## config.mk

```make
export PLATFORM = sky130hd
export DESIGN_NAME = bmc_audio_tx
export DESIGN_NICKNAME = d
export VERILOG_FILES = /design/src/rtl/bmc_tx_pkg.sv /design/src/rtl/bmc_seq_ctl.sv /design/src/rtl/bmc_bit_store.sv /design/src/rtl/bmc_lane_enc.sv /design/src/rtl/bmc_audio_tx.sv
export SDC_FILE = /design/constraint.sdc
export NUM_CORES = 2
export LEC_CHECK = 0
export ABC_CLOCK_PERIOD_IN_PS = 3150
export BUFFER_PORTS_ARGS = -buffer_cell sky130_fd_sc_hd__buf_4
export CAP_MARGIN = 20
export CORE_MARGIN = 1.5
export CORE_UTILIZATION = 50
export DETAILED_ROUTE_END_ITERATION = 8
export GPL_ROUTABILITY_DRIVEN = 0
export PLACE_DENSITY = 0.75
export SLEW_MARGIN = 20
export SYNTH_ARGS = -nofsm -noshare
export SYNTH_HDL_FRONTEND = slang
export SYNTH_SLANG_ARGS = --single-unit
```

## constraint.sdc

```tcl
create_clock -name clk -period 3.15 [get_ports clk]
set_input_delay 0.4725 -clock clk [delete_from_list [all_inputs] [get_ports clk]]
set_output_delay 0.4725 -clock clk [all_outputs]
set_load 0.02 [all_outputs]
```

## src/rtl/bmc_tx_pkg.sv

```systemverilog
package bmc_tx_pkg;
    localparam int AUD_W     = 24;
    localparam int PRE_SLOTS = 4;
    localparam int HALF_N    = 64;
    localparam int PRE_HALF  = 2 * PRE_SLOTS;
    localparam int HC_W      = $clog2(HALF_N);
    localparam int SLOT_W    = HC_W - 1;

    localparam logic [SLOT_W-1:0] SLOT_V = SLOT_W'(PRE_SLOTS + AUD_W);
    localparam logic [SLOT_W-1:0] SLOT_U = SLOT_W'(PRE_SLOTS + AUD_W + 1);
    localparam logic [SLOT_W-1:0] SLOT_C = SLOT_W'(PRE_SLOTS + AUD_W + 2);
    localparam logic [SLOT_W-1:0] SLOT_P = SLOT_W'(PRE_SLOTS + AUD_W + 3);

    localparam logic [PRE_HALF-1:0] PAT_BLOCK = 8'b1110_1000;
    localparam logic [PRE_HALF-1:0] PAT_LEFT  = 8'b1110_0010;
    localparam logic [PRE_HALF-1:0] PAT_RIGHT = 8'b1110_0100;

    typedef enum logic {ST_PREAMBLE, ST_PAYLOAD} tx_state_t;
    typedef enum logic [1:0] {PK_BLOCK, PK_LEFT, PK_RIGHT} pre_kind_t;
endpackage

```

## src/rtl/bmc_seq_ctl.sv

```systemverilog
module bmc_seq_ctl
    import bmc_tx_pkg::*;
#(
    parameter int FRAMES = 192,
    localparam int FR_W = $clog2(FRAMES)
) (
    input  logic                clk,
    input  logic                rst_n,
    input  logic                valid_l,
    input  logic                valid_r,
    output logic [HC_W-1:0]     hc,
    output logic                odd,
    output logic [FR_W-1:0]     frame,
    output logic                in_pre,
    output logic                pair_load,
    output logic                sub_load,
    output logic [PRE_HALF-1:0] pre_pat,
    output logic                v_bit
);
    tx_state_t       state_q, state_d;
    logic [HC_W-1:0] hc_q;
    logic            odd_q;
    logic [FR_W-1:0] frame_q;
    logic            v_q, vr_q;
    logic            last_half, last_pre;
    pre_kind_t       kind;

    assign last_half = (hc_q == HC_W'(HALF_N - 1));
    assign last_pre  = (hc_q == HC_W'(PRE_HALF - 1));

    // state register
    always_ff @(posedge clk) begin
        if (!rst_n) state_q <= ST_PREAMBLE;
        else        state_q <= state_d;
    end

    // next state and decoded strobes
    always_comb begin
        state_d   = state_q;
        in_pre    = 1'b0;
        sub_load  = 1'b0;
        pair_load = 1'b0;
        unique case (state_q)
            ST_PREAMBLE: begin
                in_pre    = 1'b1;
                sub_load  = (hc_q == '0);
                pair_load = (hc_q == '0) && !odd_q;
                if (last_pre) state_d = ST_PAYLOAD;
            end
            ST_PAYLOAD: begin
                if (last_half) state_d = ST_PREAMBLE;
            end
            default: state_d = ST_PREAMBLE;
        endcase
    end

    // half-cell, side and frame position
    always_ff @(posedge clk) begin
        if (!rst_n) begin
            hc_q    <= '0;
            odd_q   <= 1'b0;
            frame_q <= '0;
        end else begin
            hc_q <= hc_q + 1'b1;
            if (last_half) begin
                odd_q <= !odd_q;
                if (odd_q) frame_q <= (frame_q == FR_W'(FRAMES - 1)) ? '0 : frame_q + 1'b1;
            end
        end
    end

    // validity: both captured with the pair, right one held for the odd subframe
    always_ff @(posedge clk) begin
        if (!rst_n) begin
            v_q  <= 1'b0;
            vr_q <= 1'b0;
        end else if (pair_load) begin
            v_q  <= valid_l;
            vr_q <= valid_r;
        end else if (sub_load) begin
            v_q  <= vr_q;
        end
    end

    always_comb begin
        if (odd_q)               kind = PK_RIGHT;
        else if (frame_q == '0)  kind = PK_BLOCK;
        else                     kind = PK_LEFT;
        unique case (kind)
            PK_BLOCK: pre_pat = PAT_BLOCK;
            PK_LEFT:  pre_pat = PAT_LEFT;
            PK_RIGHT: pre_pat = PAT_RIGHT;
            default:  pre_pat = PAT_RIGHT;
        endcase
    end

    assign hc    = hc_q;
    assign odd   = odd_q;
    assign frame = frame_q;
    assign v_bit = v_q;
endmodule

```

## src/rtl/bmc_bit_store.sv

```systemverilog
module bmc_bit_store #(
    parameter int DEPTH = 384,
    localparam int ADDR_W = $clog2(DEPTH)
) (
    input  logic              clk,
    input  logic              rst_n,
    input  logic              we,
    input  logic [ADDR_W-1:0] waddr,
    input  logic              wdata,
    input  logic              re,
    input  logic [ADDR_W-1:0] raddr,
    output logic              rdata
);
    logic [DEPTH-1:0] mem;

    always_ff @(posedge clk) begin
        if (!rst_n) begin
            mem   <= '0;
            rdata <= 1'b0;
        end else begin
            if (we && (32'(waddr) < DEPTH)) mem[waddr] <= wdata;
            if (re && (32'(raddr) < DEPTH)) rdata <= mem[raddr];
        end
    end
endmodule

```

## src/rtl/bmc_lane_enc.sv

```systemverilog
module bmc_lane_enc
    import bmc_tx_pkg::*;
#(
    parameter int WORD_W = 32
) (
    input  logic                clk,
    input  logic                rst_n,
    input  logic [WORD_W-1:0]   left_w,
    input  logic [WORD_W-1:0]   right_w,
    input  logic [1:0]          align_sel,
    input  logic                pair_load,
    input  logic                sub_load,
    input  logic                in_pre,
    input  logic [HC_W-1:0]     hc,
    input  logic [PRE_HALF-1:0] pre_pat,
    input  logic                v_bit,
    input  logic                u_bit,
    input  logic                c_bit,
    output logic                line
);
    logic [AUD_W-1:0]  cur_q, rhold_q;
    logic [AUD_W-1:0]  aud_l, aud_r;
    logic [WORD_W-1:0] sh_l, sh_r;
    logic              par_q, inv_q, inv, bit_val;
    logic [SLOT_W-1:0] slot, aidx;
    logic [2:0]        pidx;

    assign sh_l  = left_w  >> {align_sel, 2'b00};
    assign sh_r  = right_w >> {align_sel, 2'b00};
    assign aud_l = sh_l[AUD_W-1:0];
    assign aud_r = sh_r[AUD_W-1:0];

    assign slot = hc[HC_W-1:1];
    assign aidx = slot - SLOT_W'(PRE_SLOTS);
    assign pidx = 3'(PRE_HALF - 1) - hc[2:0];
    assign inv  = (hc == '0) ? line : inv_q;

    always_comb begin
        if (slot == SLOT_V)      bit_val = v_bit;
        else if (slot == SLOT_U) bit_val = u_bit;
        else if (slot == SLOT_C) bit_val = c_bit;
        else if (slot == SLOT_P) bit_val = par_q;
        else if (32'(aidx) < AUD_W) bit_val = cur_q[aidx];
        else                     bit_val = 1'b0;
    end

    always_ff @(posedge clk) begin
        if (!rst_n) begin
            cur_q   <= '0;
            rhold_q <= '0;
        end else if (pair_load) begin
            cur_q   <= aud_l;
            rhold_q <= aud_r;
        end else if (sub_load) begin
            cur_q   <= rhold_q;
        end
    end

    always_ff @(posedge clk) begin
        if (!rst_n) begin
            line  <= 1'b0;
            par_q <= 1'b0;
            inv_q <= 1'b0;
        end else if (in_pre) begin
            line  <= pre_pat[pidx] ^ inv;
            par_q <= 1'b0;
            if (hc == '0) inv_q <= line;
        end else if (!hc[0]) begin
            line <= !line;
            if (slot != SLOT_P) par_q <= par_q ^ bit_val;
        end else begin
            line <= bit_val ? !line : line;
        end
    end
endmodule

```

## src/rtl/bmc_audio_tx.sv

```systemverilog
module bmc_audio_tx
    import bmc_tx_pkg::*;
#(
    parameter int WORD_W = 32,
    parameter int LANES  = 2,
    parameter int FRAMES = 192,
    localparam int DEPTH  = 2 * FRAMES,
    localparam int ADDR_W = $clog2(DEPTH),
    localparam int FR_W   = $clog2(FRAMES)
) (
    input  logic                    clk,
    input  logic                    rst_n,
    input  logic [LANES*WORD_W-1:0] left_in,
    input  logic [LANES*WORD_W-1:0] right_in,
    input  logic [1:0]              align_sel,
    input  logic                    valid_l,
    input  logic                    valid_r,
    input  logic                    st_we,
    input  logic                    st_sel,
    input  logic [ADDR_W-1:0]       st_addr,
    input  logic                    st_din,
    output logic                    pair_take,
    output logic [LANES-1:0]        line_out
);
    logic [HC_W-1:0]     hc;
    logic                odd, in_pre, pair_load, sub_load, v_bit, u_bit, c_bit;
    logic [FR_W-1:0]     frame;
    logic [PRE_HALF-1:0] pre_pat;
    logic [ADDR_W-1:0]   rd_addr;

    assign rd_addr   = {frame, odd};
    assign pair_take = pair_load;

    bmc_seq_ctl #(.FRAMES(FRAMES)) i_ctl (
        .clk(clk), .rst_n(rst_n), .valid_l(valid_l), .valid_r(valid_r),
        .hc(hc), .odd(odd), .frame(frame), .in_pre(in_pre),
        .pair_load(pair_load), .sub_load(sub_load), .pre_pat(pre_pat), .v_bit(v_bit)
    );

    bmc_bit_store #(.DEPTH(DEPTH)) i_cstat (
        .clk(clk), .rst_n(rst_n), .we(st_we && !st_sel), .waddr(st_addr), .wdata(st_din),
        .re(sub_load), .raddr(rd_addr), .rdata(c_bit)
    );

    bmc_bit_store #(.DEPTH(DEPTH)) i_udata (
        .clk(clk), .rst_n(rst_n), .we(st_we && st_sel), .waddr(st_addr), .wdata(st_din),
        .re(sub_load), .raddr(rd_addr), .rdata(u_bit)
    );

    for (genvar g = 0; g < LANES; g++) begin : g_lane
        bmc_lane_enc #(.WORD_W(WORD_W)) i_enc (
            .clk(clk), .rst_n(rst_n),
            .left_w(left_in[g*WORD_W +: WORD_W]), .right_w(right_in[g*WORD_W +: WORD_W]),
            .align_sel(align_sel), .pair_load(pair_load), .sub_load(sub_load),
            .in_pre(in_pre), .hc(hc), .pre_pat(pre_pat),
            .v_bit(v_bit), .u_bit(u_bit), .c_bit(c_bit), .line(line_out[g])
        );
    end
endmodule

```

==> flow_summary.toml <==
[clocking]
cts_root_buffer = "clkbuf_16"
postCtsHoldBufs = 0
post_cts_resize_count = 0
postCtsSetupBuffers = 0
clock_latency_ns = 0.67
clkSinkCount = 890
cts_buffers = 91
clockBufferDepth = 3
cts_tree = "built"
htree_levels = 3
clkSlewWorstSetupHoldPaths_ns = 0.07

[global_route]
grt_antenna_before_repair = 2
grt_max_degree = 196
grt-ovfl-total = 0
grt_usage = 0.342
first_global_vias = 37200
grt_pass1_wl_um = 226000

[final_layout]
final_cell_count_no_fill = 6125
layout-drive-gt1-share = 0.160
final_common_cell = "nor2_1"
area_delta_synth_final_pct = 12.6
most-common-layout-cells = "nor2_1, dfxtp_1, a21oi_1"
nets = 5120

[setup_path]
worstPathArrival_ns = 3.60
crit_type = "flip-flop to flip-flop"
path_max_fanout = 25
setup.worst_path.end_class = "flip-flop"
startpoint_type = "flip-flop"
required_ns = 3.69

[die]
row_count = 106
die_y_um = 293
ioPinCount = 149
die_area_um2 = 86000
die_x_um = 293
start_util = 0.504
placeableCoreArea_um2 = 83600

[place]
port_buffers = 148
hpwl_um = 87000
dpl.cell_count = 5955

[yosys]
syn-instance-count = 5052
synth-main-ff-cell = "dfxtp_1"
ys_ff_latch = 890
seq_area_frac_synth = 0.423
syn-num-nets = 5204
syn_avg_cell_area_um2 = 8.34
synth-edff-count = 0
synth_top_area_share = 0.423
synth_top_area_cell = "dfxtp_1"
async_flop_share = 0
ys.warnings.count = 0
netlist_top_cells_area = "dfxtp_1, mux4_2, a21oi_1"
synth_cell_types = 72
synthesis.area_um2 = 42100

[power_and_ir_drop]
power_density_nw_per_um2 = 522
power_leakage_nw = 16.2
ir_drop_mv = 0.517

[outcome]
status = "finished, final reports clean"

[sta]
period_share = 0.973
setup_viol = 0
finalCriticalPeriod_ns = 3.07
relSlewSlack = 0.213
hold_viol_final = 0
tightest_slew_ns = 1.17
finalSetupTns_ns = 0
finalMaxSlewViolations = 0
clock_skew_ns = 0.0285
fmax_mhz = 326
rsz0062_at_grt = "false"

[drt]
drt_first_iter_violations = 6214
drc = 0
avgViaCountPerCell = 6.52
vias = 39900
firstDrtPassIters = 8
wire_per_inst_um = 24.7
ant_nets = 0
wl_um = 151000

[hold_path]
hold_path_class = "primary input to flip-flop"

[run]
cap_violations = 0
worst max-delay path: stages (launching register included):
cell      delay (ns)
dfxtp_4         0.58
buf_12          0.30
mux4_2          0.54
a22o_1          0.24
a221oi_1        0.49
nor3_1          0.11
nor4_1          0.49
o311ai_1        0.14
Yosys cell counts, types with 11 or more instances:
library cell,count
nor2_1,964
dfxtp_1,890
a21oi_1,850
o21ai_0,815
clkbuf_1,435
nand2_1,257
mux4_2,201
mux2i_1,123
a211oi_1,38
buf_2,37
nor3_1,35
buf_1,31
o211ai_1,31
nand2b_1,30
nand3_1,30
mux2_2,26
a22oi_1,21
nor2b_1,17
and2_1,16
mux4_1,16
buf_4,14
a311oi_1,13
o22ai_1,11
registers in the layout, indices dropped and copies added, names as in the netlist:
name and flops:
g_lane.i_enc.rhold_q 48, i_ctl.frame 8, i_ctl.hc 6, i_ctl.state_q 1, i_ctl.odd 1, g_lane.i_enc.par_q 2, g_lane.i_enc.line 2, i_ctl.v_bit 1
i_cstat.mem 384, g_lane.i_enc.cur_q 48, i_cstat.rdata 1, i_udata.mem 384, g_lane.i_enc.inv_q 2, i_ctl.vr_q 1, i_udata.rdata 1
per-layer routing:
metal | share of wire | wire (um) | global-route usage
met1 | 0.37 | 55500 | 0.446
met4 | 0.062 | 9410 | 0.181
met3 | 0.14 | 20900 | 0.0939
met2 | 0.43 | 65300 | 0.519
met5 | 0.000086 | 13 | 0
area by class of cell:
type                       count  area (um2)
clock inverter                34         438
timing repair buffer         353        2850
antenna                        2        5.00
inverter                      12        46.3
tap                         1080        1350
multi-input combinational   3620       22200
sequential                   890       17800
clock buffer                 134        2690
fill                        7283       36100
final timing paths:
path / cells after the start / from / slack [ns] / to
max: 7 / i_ctl.odd / 0.08 / i_udata.rdata
min: 3 / valid_r / 0.1 / i_ctl.vr_q
max reg2reg: 7 / i_ctl.odd / 0.08 / i_udata.rdata
min reg2reg: 2 / g_lane[1].i_enc.rhold_q[17] / 0.45 / g_lane[1].i_enc.rhold_q[17]
power breakdown:
group          total, W  internal, W  switching, W  leakage (nW)
combinational   0.00184     0.000689       0.00115          7.45
sequential       0.0116       0.0114      0.000141          7.19
clock            0.0113      0.00667       0.00468          1.56
total            0.0248       0.0188       0.00597          16.2
per-stage QoR:
step                      utilization  total power, W  instance area (um2)  hold slack, ns  setup WS [ns]
after floorplan                     -          0.0130                42100           0.427          0.436
after detailed placement        0.530          0.0136                44300           0.444          0.299
final                           0.568          0.0248                47400          0.0968         0.0838
after global routing            0.568          0.0255                47400          0.0802         0.0668
after CTS                       0.568          0.0247                47400          0.0868          0.125
after global placement          0.530          0.0136                44300           0.437          0.340
cells by family after synthesis:
logic type      synth area share
compound gates             0.233
xor+xnor                 0.00270
fa+ha+maj                0.00178
buf+inv                   0.0535
flops                      0.423
mux                        0.154
simple gates               0.132
Power figures use the tool's default switching activity.
